$ cat config.mk
export PLATFORM = sky130hd
export DESIGN_NAME = ldst_align_unit
export DESIGN_NICKNAME = d
export VERILOG_FILES = /design/src/rtl/ldst_pkg.sv /design/src/rtl/ldst_addr_gen.sv /design/src/rtl/ldst_store_lanes.sv /design/src/rtl/ldst_load_extract.sv /design/src/rtl/ldst_align_unit.sv
export SDC_FILE = /design/constraint.sdc
export NUM_CORES = 1
export LEC_CHECK = 0
export BUFFER_PORTS_ARGS = -buffer_cell sky130_fd_sc_hd__buf_2
export CAP_MARGIN = 20
export CORE_AREA = 2 2 116 84
export DETAILED_ROUTE_END_ITERATION = 10
export DIE_AREA = 0 0 118 86
export PLACE_DENSITY_LB_ADDON = 0.08
export SLEW_MARGIN = 20
export SYNTH_ARGS = -nofsm -noshare
export SYNTH_HDL_FRONTEND = slang
export SYNTH_SLANG_ARGS = --single-unit
$ cat constraint.sdc
create_clock -name clk -period 3.2 [get_ports clk]
set_input_delay 0.16 -clock clk [delete_from_list [all_inputs] [get_ports clk]]
set_output_delay 0.16 -clock clk [all_outputs]
set_load 0.005 [all_outputs]
$ cat src/rtl/ldst_pkg.sv
package ldst_pkg;

    localparam logic [7:0] OP_LD_U8  = 8'h03;
    localparam logic [7:0] OP_LD_S8  = 8'h04;
    localparam logic [7:0] OP_LD_U16 = 8'h05;
    localparam logic [7:0] OP_LD_S16 = 8'h06;
    localparam logic [7:0] OP_LD_W   = 8'h07;
    localparam logic [7:0] OP_ST_8   = 8'h08;
    localparam logic [7:0] OP_ST_16  = 8'h09;
    localparam logic [7:0] OP_ST_W   = 8'h0A;

    typedef enum logic [1:0] {
        SZ_BYTE = 2'd0,
        SZ_HALF = 2'd1,
        SZ_WORD = 2'd2
    } acc_size_e;

    typedef struct packed {
        logic      hit;    // opcode belongs to this unit
        logic      store;  // write access
        logic      sext;   // sign fill on load
        acc_size_e size;
    } acc_dec_t;

    function automatic acc_dec_t decode_op(input logic [7:0] op);
        acc_dec_t d;
        d = '{hit: 1'b0, store: 1'b0, sext: 1'b0, size: SZ_BYTE};
        case (op)
            OP_LD_U8:  d = '{hit: 1'b1, store: 1'b0, sext: 1'b0, size: SZ_BYTE};
            OP_LD_S8:  d = '{hit: 1'b1, store: 1'b0, sext: 1'b1, size: SZ_BYTE};
            OP_LD_U16: d = '{hit: 1'b1, store: 1'b0, sext: 1'b0, size: SZ_HALF};
            OP_LD_S16: d = '{hit: 1'b1, store: 1'b0, sext: 1'b1, size: SZ_HALF};
            OP_LD_W:   d = '{hit: 1'b1, store: 1'b0, sext: 1'b0, size: SZ_WORD};
            OP_ST_8:   d = '{hit: 1'b1, store: 1'b1, sext: 1'b0, size: SZ_BYTE};
            OP_ST_16:  d = '{hit: 1'b1, store: 1'b1, sext: 1'b0, size: SZ_HALF};
            OP_ST_W:   d = '{hit: 1'b1, store: 1'b1, sext: 1'b0, size: SZ_WORD};
            default:   d = '{hit: 1'b0, store: 1'b0, sext: 1'b0, size: SZ_BYTE};
        endcase
        return d;
    endfunction

endpackage

$ cat src/rtl/ldst_addr_gen.sv
module ldst_addr_gen
    import ldst_pkg::*;
#(
    parameter int ADDR_W = 32,
    parameter int OFFS_W = 16,
    parameter int LANES  = 4,
    localparam int LANE_W = $clog2(LANES)
) (
    input  logic [ADDR_W-1:0] base,
    input  logic [OFFS_W-1:0] offset,
    input  acc_size_e         size,
    output logic [ADDR_W-1:0] word_addr,
    output logic [LANE_W-1:0] lane,
    output logic [LANES-1:0]  strobe,
    output logic              misaligned
);

    logic [ADDR_W-1:0] ea;
    logic [ADDR_W-1:0] offset_ext;

    assign offset_ext = {{(ADDR_W-OFFS_W){offset[OFFS_W-1]}}, offset};
    assign ea         = base + offset_ext;
    assign lane       = ea[LANE_W-1:0];
    assign word_addr  = {ea[ADDR_W-1:LANE_W], {LANE_W{1'b0}}};

    always_comb begin
        strobe     = '0;
        misaligned = 1'b0;
        case (size)
            SZ_BYTE: begin
                strobe     = LANES'(1) << lane;
                misaligned = 1'b0;
            end
            SZ_HALF: begin
                strobe     = LANES'(3) << {lane[LANE_W-1:1], 1'b0};
                misaligned = lane[0];
            end
            SZ_WORD: begin
                strobe     = '1;
                misaligned = |lane;
            end
            default: begin
                strobe     = '0;
                misaligned = 1'b0;
            end
        endcase
    end

endmodule

$ cat src/rtl/ldst_store_lanes.sv
module ldst_store_lanes
    import ldst_pkg::*;
#(
    parameter int DATA_W = 32,
    localparam int LANES  = DATA_W / 8,
    localparam int LANE_W = $clog2(LANES)
) (
    input  logic [DATA_W-1:0] src,
    input  acc_size_e         size,
    input  logic [LANE_W-1:0] lane,
    output logic [DATA_W-1:0] lanes_out
);

    logic [DATA_W-1:0] masked;

    always_comb begin
        case (size)
            SZ_BYTE: masked = {{(DATA_W-8){1'b0}}, src[7:0]};
            SZ_HALF: masked = {{(DATA_W-16){1'b0}}, src[15:0]};
            default: masked = src;
        endcase
    end

    // Half-word lanes are always even once alignment holds.
    assign lanes_out = masked << {lane, 3'b000};

endmodule

$ cat src/rtl/ldst_load_extract.sv
module ldst_load_extract
    import ldst_pkg::*;
#(
    parameter int DATA_W = 32,
    localparam int LANES  = DATA_W / 8,
    localparam int LANE_W = $clog2(LANES)
) (
    input  logic [DATA_W-1:0] word_in,
    input  acc_size_e         size,
    input  logic              sext,
    input  logic [LANE_W-1:0] lane,
    output logic [DATA_W-1:0] value
);

    logic [7:0]  lane_byte [LANES];
    logic [7:0]  byte_sel;
    logic [15:0] half_sel;

    for (genvar i = 0; i < LANES; i++) begin : g_lane
        assign lane_byte[i] = word_in[8*i +: 8];
    end

    assign byte_sel = lane_byte[lane];
    assign half_sel = {lane_byte[{lane[LANE_W-1:1], 1'b1}],
                       lane_byte[{lane[LANE_W-1:1], 1'b0}]};

    always_comb begin
        case (size)
            SZ_BYTE: value = {{(DATA_W-8){sext & byte_sel[7]}}, byte_sel};
            SZ_HALF: value = {{(DATA_W-16){sext & half_sel[15]}}, half_sel};
            default: value = word_in;
        endcase
    end

endmodule

$ cat src/rtl/ldst_align_unit.sv
module ldst_align_unit
    import ldst_pkg::*;
#(
    parameter int DATA_W = 32,
    parameter int ADDR_W = 32,
    parameter int OFFS_W = 16,
    parameter int RIDX_W = 5,
    localparam int LANES  = DATA_W / 8,
    localparam int LANE_W = $clog2(LANES)
) (
    input  logic              clk,
    input  logic              rst,
    input  logic              req_valid,
    input  logic [7:0]        req_op,
    input  logic [ADDR_W-1:0] req_base,
    input  logic [OFFS_W-1:0] req_offset,
    input  logic [DATA_W-1:0] req_wdata,
    input  logic [RIDX_W-1:0] req_rd,
    output logic              mem_req,
    output logic              mem_we,
    output logic [ADDR_W-1:0] mem_addr,
    output logic [LANES-1:0]  mem_be,
    output logic [DATA_W-1:0] mem_wdata,
    input  logic [DATA_W-1:0] mem_rdata,
    output logic              wb_valid,
    output logic [RIDX_W-1:0] wb_rd,
    output logic [DATA_W-1:0] wb_data,
    output logic              fault
);

    acc_dec_t          dec;
    logic              active;
    logic [LANE_W-1:0] lane;
    logic              misal;

    // Load context held for the cycle in which data returns.
    logic              pend_ld;
    logic              pend_sext;
    acc_size_e         pend_size;
    logic [LANE_W-1:0] pend_lane;
    logic [RIDX_W-1:0] pend_rd;
    logic              fault_q;

    assign dec    = decode_op(req_op);
    assign active = req_valid & dec.hit;

    ldst_addr_gen #(
        .ADDR_W (ADDR_W),
        .OFFS_W (OFFS_W),
        .LANES  (LANES)
    ) u_addr (
        .base       (req_base),
        .offset     (req_offset),
        .size       (dec.size),
        .word_addr  (mem_addr),
        .lane       (lane),
        .strobe     (mem_be),
        .misaligned (misal)
    );

    ldst_store_lanes #(
        .DATA_W (DATA_W)
    ) u_store (
        .src       (req_wdata),
        .size      (dec.size),
        .lane      (lane),
        .lanes_out (mem_wdata)
    );

    assign mem_req = active & ~misal;
    assign mem_we  = mem_req & dec.store;

    always_ff @(posedge clk) begin
        if (rst) begin
            pend_ld <= 1'b0;
            fault_q <= 1'b0;
        end else begin
            pend_ld <= mem_req & ~dec.store;
            fault_q <= active & misal;
        end
    end

    always_ff @(posedge clk) begin
        pend_sext <= dec.sext;
        pend_size <= dec.size;
        pend_lane <= lane;
        pend_rd   <= req_rd;
    end

    ldst_load_extract #(
        .DATA_W (DATA_W)
    ) u_load (
        .word_in (mem_rdata),
        .size    (pend_size),
        .sext    (pend_sext),
        .lane    (pend_lane),
        .value   (wb_data)
    );

    assign wb_valid = pend_ld;
    assign wb_rd    = pend_rd;
    assign fault    = fault_q;

endmodule

# Yosys cells after proc, flatten, opt, wreduce, memory -nomap -nowiden
# Memory sizes are Yosys's and may differ from the RTL's.
# Cells that the tools add are included.
# totals
in_bits	128
rom_bits	80
word_cells	47
memories	1
register_bits	12
output_inout_bits	109
# mem_list
name	words	width	read_ports	rd_ports_with_merged_regs	wr	line_no	source
(no name shown)	16	5	1	0	0	ldst_pkg.sv:28	case (op)
# classes
eq_ne	3
order_cmp	3
n_reduce_logical	4
addsub	1
mux	14
shift	3
bitwise_logic	12
# ops
cell	n
case mux 32 bit (2 select lines)	2
binary-select mux 8 bit (select 2 bit)	3
2-to-1 mux 8 bit	6
adder 32 bit	1
left shift 32 x 5 -> 32 bit	1
case mux 4 bit (3 select lines)	1
greater-or-equal comparator 3 bit, second input constant	3
NOT 2 -> 3 bit	3
bitwise AND 1 bit	7
2-to-1 mux 5 bit	1
== test 2 x 1 -> 1 bit, second input constant	2
zero test 2 bit	2
zero test 4 bit	1
left shift 1 x 2 -> 4 bit, first input constant	1
left shift 2 x 2 -> 4 bit, first input constant	1
== test 2 bit, second input constant	1
NOT 1 bit	2
case mux 1 bit (2 select lines)	1
OR reduction 2 bit	1

# Depth between registers and ports, before layout
# Gate-level depths: netlist of the first run.
# logic_depth
word_depth	7
ltp_mapped	13
depth_no_buf	12

# Modules after synthesis
# A second synthesis of the first run with hierarchy kept.
# unflattened
cells_unflattened	495
hier_area_um2	3751.1
# by_module_without_submodules
mod	instances	cells_each	seq_area_each_um2	area_each_um2
ldst_addr_gen	1	281	0.0	2018.2
ldst_load_extract	1	93	0.0	706.9
ldst_store_lanes	1	80	0.0	559.3
ldst_align_unit	1	41	240.2	466.7

# Worst setup path after synthesis of the first run
# Ideal clock, no wire load.
# synth_path
path_type	input-to-output
from	input req_base[0]
to	output mem_addr[28]
n_path_buf	0
slack_ns	1.046
arrival_time_ns	1.994
cell_stages	10
t_required_ns	3.040
path_cell_list	ha_1 inv_1 fa_1 nor2b_1 o2111ai_1 a211oi_1 nor2_1 o21ai_4 o21ai_1 a211oi_2
# synth_between
elab_chain_cells	1
# synth_lines
element	line_no	source
start: declaration	ldst_align_unit.sv:15	input logic [ADDR_W-1:0] req_base,
adder 32 bit	ldst_addr_gen.sv:22	assign ea = base + offset_ext;
end: declaration	ldst_align_unit.sv:21	output logic [ADDR_W-1:0] mem_addr,
# Every way passes these cells.

# Final worst setup path of the first run
# layout_path
from	input req_offset[15]
to	output mem_addr[24]
# layout_between
elab_chain_cells	1
# layout_lines
element	line_no	source
start: declaration	ldst_align_unit.sv:16	input logic [OFFS_W-1:0] req_offset,
adder 32 bit	ldst_addr_gen.sv:22	
# Every way passes these cells.

==> impl_metrics.csv, run 1 <==
group,metric,value,unit
drt,wl_per_cell,14.34,um
synth,synth.avg_cell_area,6.956,sq um
floorplan,coreArea,8962,sq um
grt,grt_util_all_layers,22.41,%
min_path,hp-start,"req_rd[1]",
grt,grt_max_degree,37,
grt,grt_antenna_before_repair,0,
synth,ys_seq_area_share,6.825,%
floorplan,start_util,39.27,%
min_path,min_path_cells,1,
floorplan,dieArea,10150,sq um
sta,maxSlewHeadroom,49.52,%
synth,synthXorXnorAreaFrac,5.972,%
placement,portBuffers,234,
synth,synth_top_family_by_area,"compound AO/OA/AOI/OAI gates",
synth,ys_types,66,
sta,rsz0062_at_grt,"false",
final_layout,layout_common_cells,"buf_2, nand2_1, nor2_1",
worst_setup_path,cp_top_family,"compound AO/OA/AOI/OAI gates",
clock_network,cts_tree,"done",
power,cellLeakagePower,2.797,nW
sta,setup-violations-final,0,
sta,final_max_slew_viol_count,0,
drt,drcViolationCount,0,
clock_network,clk_path_buf_depth,2,
synth,yosysTopAreaCellShare,13.51,%
status,outcome,"finished, final reports clean",
synth,yosysWarnings,0,
final_layout,drive_gt1_share,36.86,%
worst_setup_path,critPathLaunchType,"input port",
sta,post-route-period-util,82.01,%
clock_network,post-cts-setup-buffers,0,
placement,placedCellCount,847,
sta,finalHoldViolCount,0,
synth,synth_mux_area_share,2.737,%
grt,grt_pass1_vias,4234,
synth,synthAdderAreaFrac,14.08,%
worst_setup_path,path_common_cell,"buf_2",
final_layout,fillers,912,
clock_network,cts_buffers,3,
worst_setup_path,cp.arrival,2.46,ns
synth,yosys_register_bits,12,
synth,yosys.area_share.simple,24.78,%
min_path,min_path_type,"input port to register",
sta,finalCriticalPeriod,2.624,ns
sta,finalSetupTns,0,ns
floorplan,rows,29,
grt,grt_overflow_total,0,
clock_network,cts_resized,0,
grt,grt_pass1_wl,19.50,mm
clock_network,path_clk_slew,0.04,ns
synth,synth_cells,506,
synth,ys.flop_type,"dfxtp_1",
final_layout,area_growth_syn_to_layout,38.64,%
placement,dp.final_hpwl,10.26,mm
floorplan,pin_count,237,
synth,synthTopCellsByArea,"ha_1, a21o_1, dfxtp_1, nand2_1, a21oi_1",
placement,gp_congestion,0.8543,
synth,synth_compound_area_share,39.92,%
final_layout,mostFrequentLayoutCell,"buf_2",
clock_network,cts-htree-levels,1,
worst_setup_path,cpPeakStageDelay,0.38,ns
worst_setup_path,critical-path-slowest-cell,"ha_1",
drt,wirelength,12.22,mm
drt,vias,4606,
clock_network,root_buffer,"clkbuf_16",
worst_setup_path,worstPathMaxFanout,17,
worst_setup_path,path_buf_inv,2,
min_path,hold_path_end,"wb_rd[1]$_DFF_P_",
power,power,1.278,mW
final_layout,final_util,54.45,%
sta,clock.fmax,0.3811,GHz
sta,tightest_slew,0.7573,ns
flow_run,maxCapViolCount,0,
worst_setup_path,worst-setup-path-type,"input port to primary output",
worst_setup_path,required,3.04,ns
worst_setup_path,cp-end-kind,"primary output",
clock_network,ctsHoldBuffers,0,
drt,vias_per_cell,5.406,
drt,drtAntennaViolNets,0,
floorplan,die_w,118,um
power,pwr_density_cell,261.9,nW/um^2
clock_network,numClockSinks,12,
worst_setup_path,cp_cell_sequence,"buf_2, ha_1, a211oi_1, o21ai_0, a21o_1, a22oi_4, o21ai_4, o21a_1, o211ai_1, buf_2",
synth,synth_top_area_cell,"ha_1",
floorplan,die_y,86,um
synth,syn_area,3520,sq um
synth,synth-edff-count,0,
final_layout,layout.nets,895,
drt,drtIter0Drc,161,
drt,dr.pass1.iters,5,
synth,postSynth.asyncResetShare,0,%
final_layout,stdcell_count,852,
power,vdd_ir_drop_max,0.2074,mV
power breakdown:
group | total, mW | internal (mW) | switching (mW)
sequential | 0.160 | 0.157 | 0.00290
combinational | 0.868 | 0.404 | 0.464
clock | 0.250 | 0.188 | 0.0620
routing by layer:
layer | routed length, um | part of all wire, % | GRT usage, %
met1 | 5281 | 43 | 28.32
met2 | 6058 | 50 | 41.33
met3 | 769 | 6.3 | 3.258
met4 | 106 | 0.87 | 3.505
met5 | 0 | 0 | 0
cells by family (layout without fill, tap and decap cells):
| kind of cell | after synthesis | after routing |
|---|---|---|
| AOI/OAI and AO/OA | 192 | 192 |
| xor gates and xnor gates | 24 | 24 |
| adders and majority gates | 39 | 39 |
| buffers and inverters | 47 | 267 |
| DFF | 12 | 12 |
| muxes | 8 | 8 |
| other | 1 | 3 |
| and+or+nand+nor | 183 | 183 |
metrics by stage:
step	setup WS [ns]	area, sq um	hold slack (ns)
after floorplan	1.046	3523	0.1877
after global placement	0.6356	4785	0.2647
after detailed placement	0.5712	4788	0.2681
after CTS	0.5733	4877	0.02553
after global routing	0.3237	4877	0.02440
final	0.5757	4880	0.02832
registers in the layout, summed over array words and instances (netlist names):
| name | count |
|---|---|
| wb_rd | 5 |
| pend_lane | 2 |
| pend_size | 2 |
| fault | 1 |
| pend_sext | 1 |
| wb_valid | 1 |
worst max-delay path by stage:
stage | start | endpoint | slack (ns) | cells after the start
finish | req_offset[15] | mem_addr[24] | 0.58 | 10
global route | req_offset[15] | mem_addr[27] | 0.32 | 10
CTS | req_offset[15] | mem_addr[23] | 0.57 | 10
detailed placement | req_offset[15] | mem_addr[23] | 0.57 | 10
global placement | req_base[0] | mem_addr[28] | 0.64 | 12
floorplan | req_base[0] | mem_addr[28] | 1.05 | 10
synth_stat cells (4+ instances only):
cell type / number
inv_1: 21
o21ai_0: 30
clkbuf_1: 18
nand2b_1: 14
ha_1: 38
a31oi_1: 9
a211oi_1: 4
a221o_1: 17
o211ai_1: 8
a211oi_2: 5
xor2_1: 8
a21oi_1: 39
mux2i_1: 4
dfxtp_1: 12
nor2_1: 39
xnor2_1: 16
and2_1: 7
nor2b_1: 8
nand2_1: 62
nor3_1: 20
o21a_1: 6
a21o_1: 34
and3_1: 18
area by class of cell:
class	instances	area, sq um	share of cell area, %
Multi-Input combinational cell	448	3090	63.33
Timing Repair Buffer	240	1216	24.92
Clock buffer	4	88.84	1.821
Antenna cell	1	2.502	0.05128
Sequential cell	12	240.2	4.923
Inverter	23	86.33	1.769
Tap cell	124	155.1	3.179
Power figures use the tool's default switching activity.
==> inputs of run 2 (changes only) <==
--- a/config.mk
+++ b/config.mk
@@ -5,11 +5,12 @@
 export SDC_FILE = /design/constraint.sdc
 export NUM_CORES = 1
 export LEC_CHECK = 0
+export ABC_AREA = 1
 export BUFFER_PORTS_ARGS = -buffer_cell sky130_fd_sc_hd__buf_2
 export CAP_MARGIN = 20
-export CORE_AREA = 2 2 116 84
+export CORE_AREA = 2 2 127 92
 export DETAILED_ROUTE_END_ITERATION = 10
-export DIE_AREA = 0 0 118 86
+export DIE_AREA = 0 0 129 94
 export PLACE_DENSITY_LB_ADDON = 0.08
 export SLEW_MARGIN = 20
 export SYNTH_ARGS = -nofsm -noshare
==> constraint.sdc (replaced) <==
create_clock -name clk -period 2.4 [get_ports clk]
set_input_delay 0.12 -clock clk [delete_from_list [all_inputs] [get_ports clk]]
set_output_delay 0.12 -clock clk [all_outputs]
set_load 0.005 [all_outputs]
==> run 2 against run 1 <==
Non-clock buffer count up 10. Critical path depth up 1. Design area up 18%. First-iteration DRC count rose by 94%. Combinational power up 46%.
==> impl_metrics.csv, run 2 <==
group,metric,value,unit
drt,vias,5622,
drt,wl_per_cell,11.81,um
final_layout,largest_register_ffs,5,
worst_setup_path,required,2.28,ns
clock_network,cts_buffers,3,
floorplan,dieArea,12130,sq um
synth,ys.flop_type,"dfxtp_1",
sta,setup-violations-final,0,
grt,busiest_layer,"met2",
placement,dp.final_hpwl,12.61,mm
worst_setup_path,cp.arrival,2.03,ns
clock_network,root_buffer,"clkbuf_16",
worst_setup_path,cp-end-kind,"primary output",
worst_setup_path,worst-setup-path-type,"input port to primary output",
power,cellLeakagePower,3.863,nW
synth,synthTopCellsByCount,"nand2_1, inv_1, nor2_1",
placement,gp_congestion,0.9735,
drt,drcViolationCount,0,
synth,yosysTopAreaCellShare,31.00,%
synth,synth_cells,842,
clock_network,cts_tree,"done",
floorplan,rows,32,
final_layout,layout.nets,1248,
synth,synthTopCellsByArea,"nand2_1, inv_1, ha_1, nor2_1, dfxtp_1",
worst_setup_path,cp_cell_sequence,"buf_2, ha_1, a21oi_1, nor3_1, inv_1, ha_1, nor2_2, nor2_1, o21ai_0, o32ai_1, buf_2",
worst_setup_path,critical-path-slowest-cell,"nor2_2",
final_layout,design_area,5734,sq um
final_layout,antennaDiodeCount,0,
final_layout,drive_gt1_share,27.59,%
final_layout,mostFrequentLayoutCell,"nand2_1",
min_path,hp-start,"req_op[0]",
grt,grt_antenna_before_repair,0,
sta,post-route-period-util,89.52,%
power,pwr_density_cell,318.2,nW/um^2
sta,finalSetupTns,0,ns
placement,portBuffers,234,
synth,postSynth.asyncResetShare,0,%
status,outcome,"finished, final reports clean",
drt,dr.pass1.iters,5,
clock_network,clk_path_buf_depth,2,
clock_network,numClockSinks,12,
floorplan,pin_count,237,
worst_setup_path,critPathLaunchType,"input port",
drt,drtAntennaViolNets,0,
final_layout,multiInputGateArea,3304,sq um
grt,grt_max_degree,32,
drt,wirelength,14.56,mm
grt,grt_use_met1,34.45,%
clock_network,cts-htree-levels,1,
sta,finalCriticalPeriod,2.148,ns
synth,yosys_register_bits,12,
synth,yosysWarnings,0,
grt,grt_overflow_total,0,
power,vdd_ir_drop_max,0.1999,mV
min_path,min_path_type,"input port to register",
floorplan,die_w,129,um
grt,grt_pass1_vias,4978,
worst_setup_path,worstPathMaxFanout,8,
flow_run,maxCapViolCount,0,
drt,drtIter0Drc,313,
synth,ys_types,38,
power,power,1.825,mW
synth,syn_area,4250,sq um
sta,rsz0062_at_grt,"false",
worst_setup_path,cpPeakStageDelay,0.34,ns
floorplan,start_util,39.17,%
synth,synth_most_common_cell,"nand2_1",
floorplan,coreArea,10850,sq um
synth,synth_top_area_cell,"nand2_1",
min_path,min_path_cells,2,
clock_network,path_clk_slew,0.05,ns
sta,final_max_slew_viol_count,0,
final_layout,area_growth_syn_to_layout,34.91,%
synth,synth-edff-count,0,
min_path,hold_path_end,"pend_sext$_SDFF_PP0_",
synth,synth.avg_cell_area,5.048,sq um
placement,placed_area,5595,sq um
floorplan,die_y,94,um
drt,vias_per_cell,4.560,
final_layout,layout_common_cells,"nand2_1, buf_2, inv_1",
grt,grt_pass1_wl,23.21,mm
grt,grtUsageMet2,37.08,%
synth,ys_seq_area_share,5.652,%
sta,clock.fmax,0.4655,GHz
grt,use_met3,2.961,%
sta,finalHoldViolCount,0,
final_layout,regArea,240.2,sq um
grt,grt_util_all_layers,23.34,%
final_layout,fillers,1215,
run 2: how the worst max path moves through the flow:
stage	start	endpoint	slack [ns]	depth (start not counted)
6_report	req_op[0]	mem_wdata[25]	0.25	11
2_1_floorplan	req_op[0]	mem_wdata[29]	0.57	11
5_1_grt	req_op[0]	mem_wdata[25]	0.003	11
3_5_place_dp	req_op[0]	mem_wdata[25]	0.27	11
4_1_cts	req_op[0]	mem_wdata[25]	0.25	11
3_3_place_gp	req_op[0]	mem_wdata[25]	0.26	11
run 2: metrics by stage:
step | setup WS [ns] | utilization [%] | hold slack (ns) | std cells
after CTS | 0.2510 | 52.85 | 0.1031 | 1233
final | 0.2516 | 52.85 | 0.1069 | 1233
after global placement | 0.2639 | 51.57 | 0.2222 | 1224
after detailed placement | 0.2655 | 51.57 | 0.2241 | 1224
after floorplan | 0.5741 | - | 0.1477 | 843
after global routing | 0.002973 | 52.85 | 0.1229 | 1233
run 2: report_power, final:
| part | internal (mW) | switching (mW) |
|---|---|---|
| registers | 0.210 | 0.00442 |
| clock network | 0.251 | 0.0866 |
| logic | 0.523 | 0.750 |
run 2: critical path, delay by kind of cell:
kind | cells | cell delay (ns)
AOI/OAI and AO/OA | 3 | 0.42
adders and majority gates | 2 | 0.43
buffers and inverters | 3 | 0.36
and+or+nand+nor | 3 | 0.70
run 2: final cells by class:
type | count | share of cell area (%)
clock buffer | 4 | 1.549
inverter | 160 | 10.56
multi-input combinational | 654 | 57.63
sequential | 12 | 4.189
tap | 153 | 3.338
timing repair buffer | 250 | 22.74
run 2: repair_timing:
item | CTS | global route
setup buffers | 0 | 0
setup endpoints to repair | 0 | 0
endpoints found under the hold margin | 5 | 0
hold buffers | 5 | 0
gates resized for setup | 0 | 0
run 2: cells by family after synthesis:
group	share of synthesized area, %
AOI/OAI and AO/OA	8.890
xor gates and xnor gates	3.091
adders and majority gates	11.66
buffers and inverters	16.69
DFF	5.652
muxes	1.649
other	0.08823
and+or+nand+nor	52.28
run 2: routing by layer:
metal / vias to the layer above / wire length (um) / part of all wire [%]
li1: 3054 / - / -
met1: 2348 / 7421 / 51
met2: 208 / 5805 / 40
met3: 12 / 1210 / 8.3
met4: 0 / 120 / 0.82
met5: - / 0 / 0
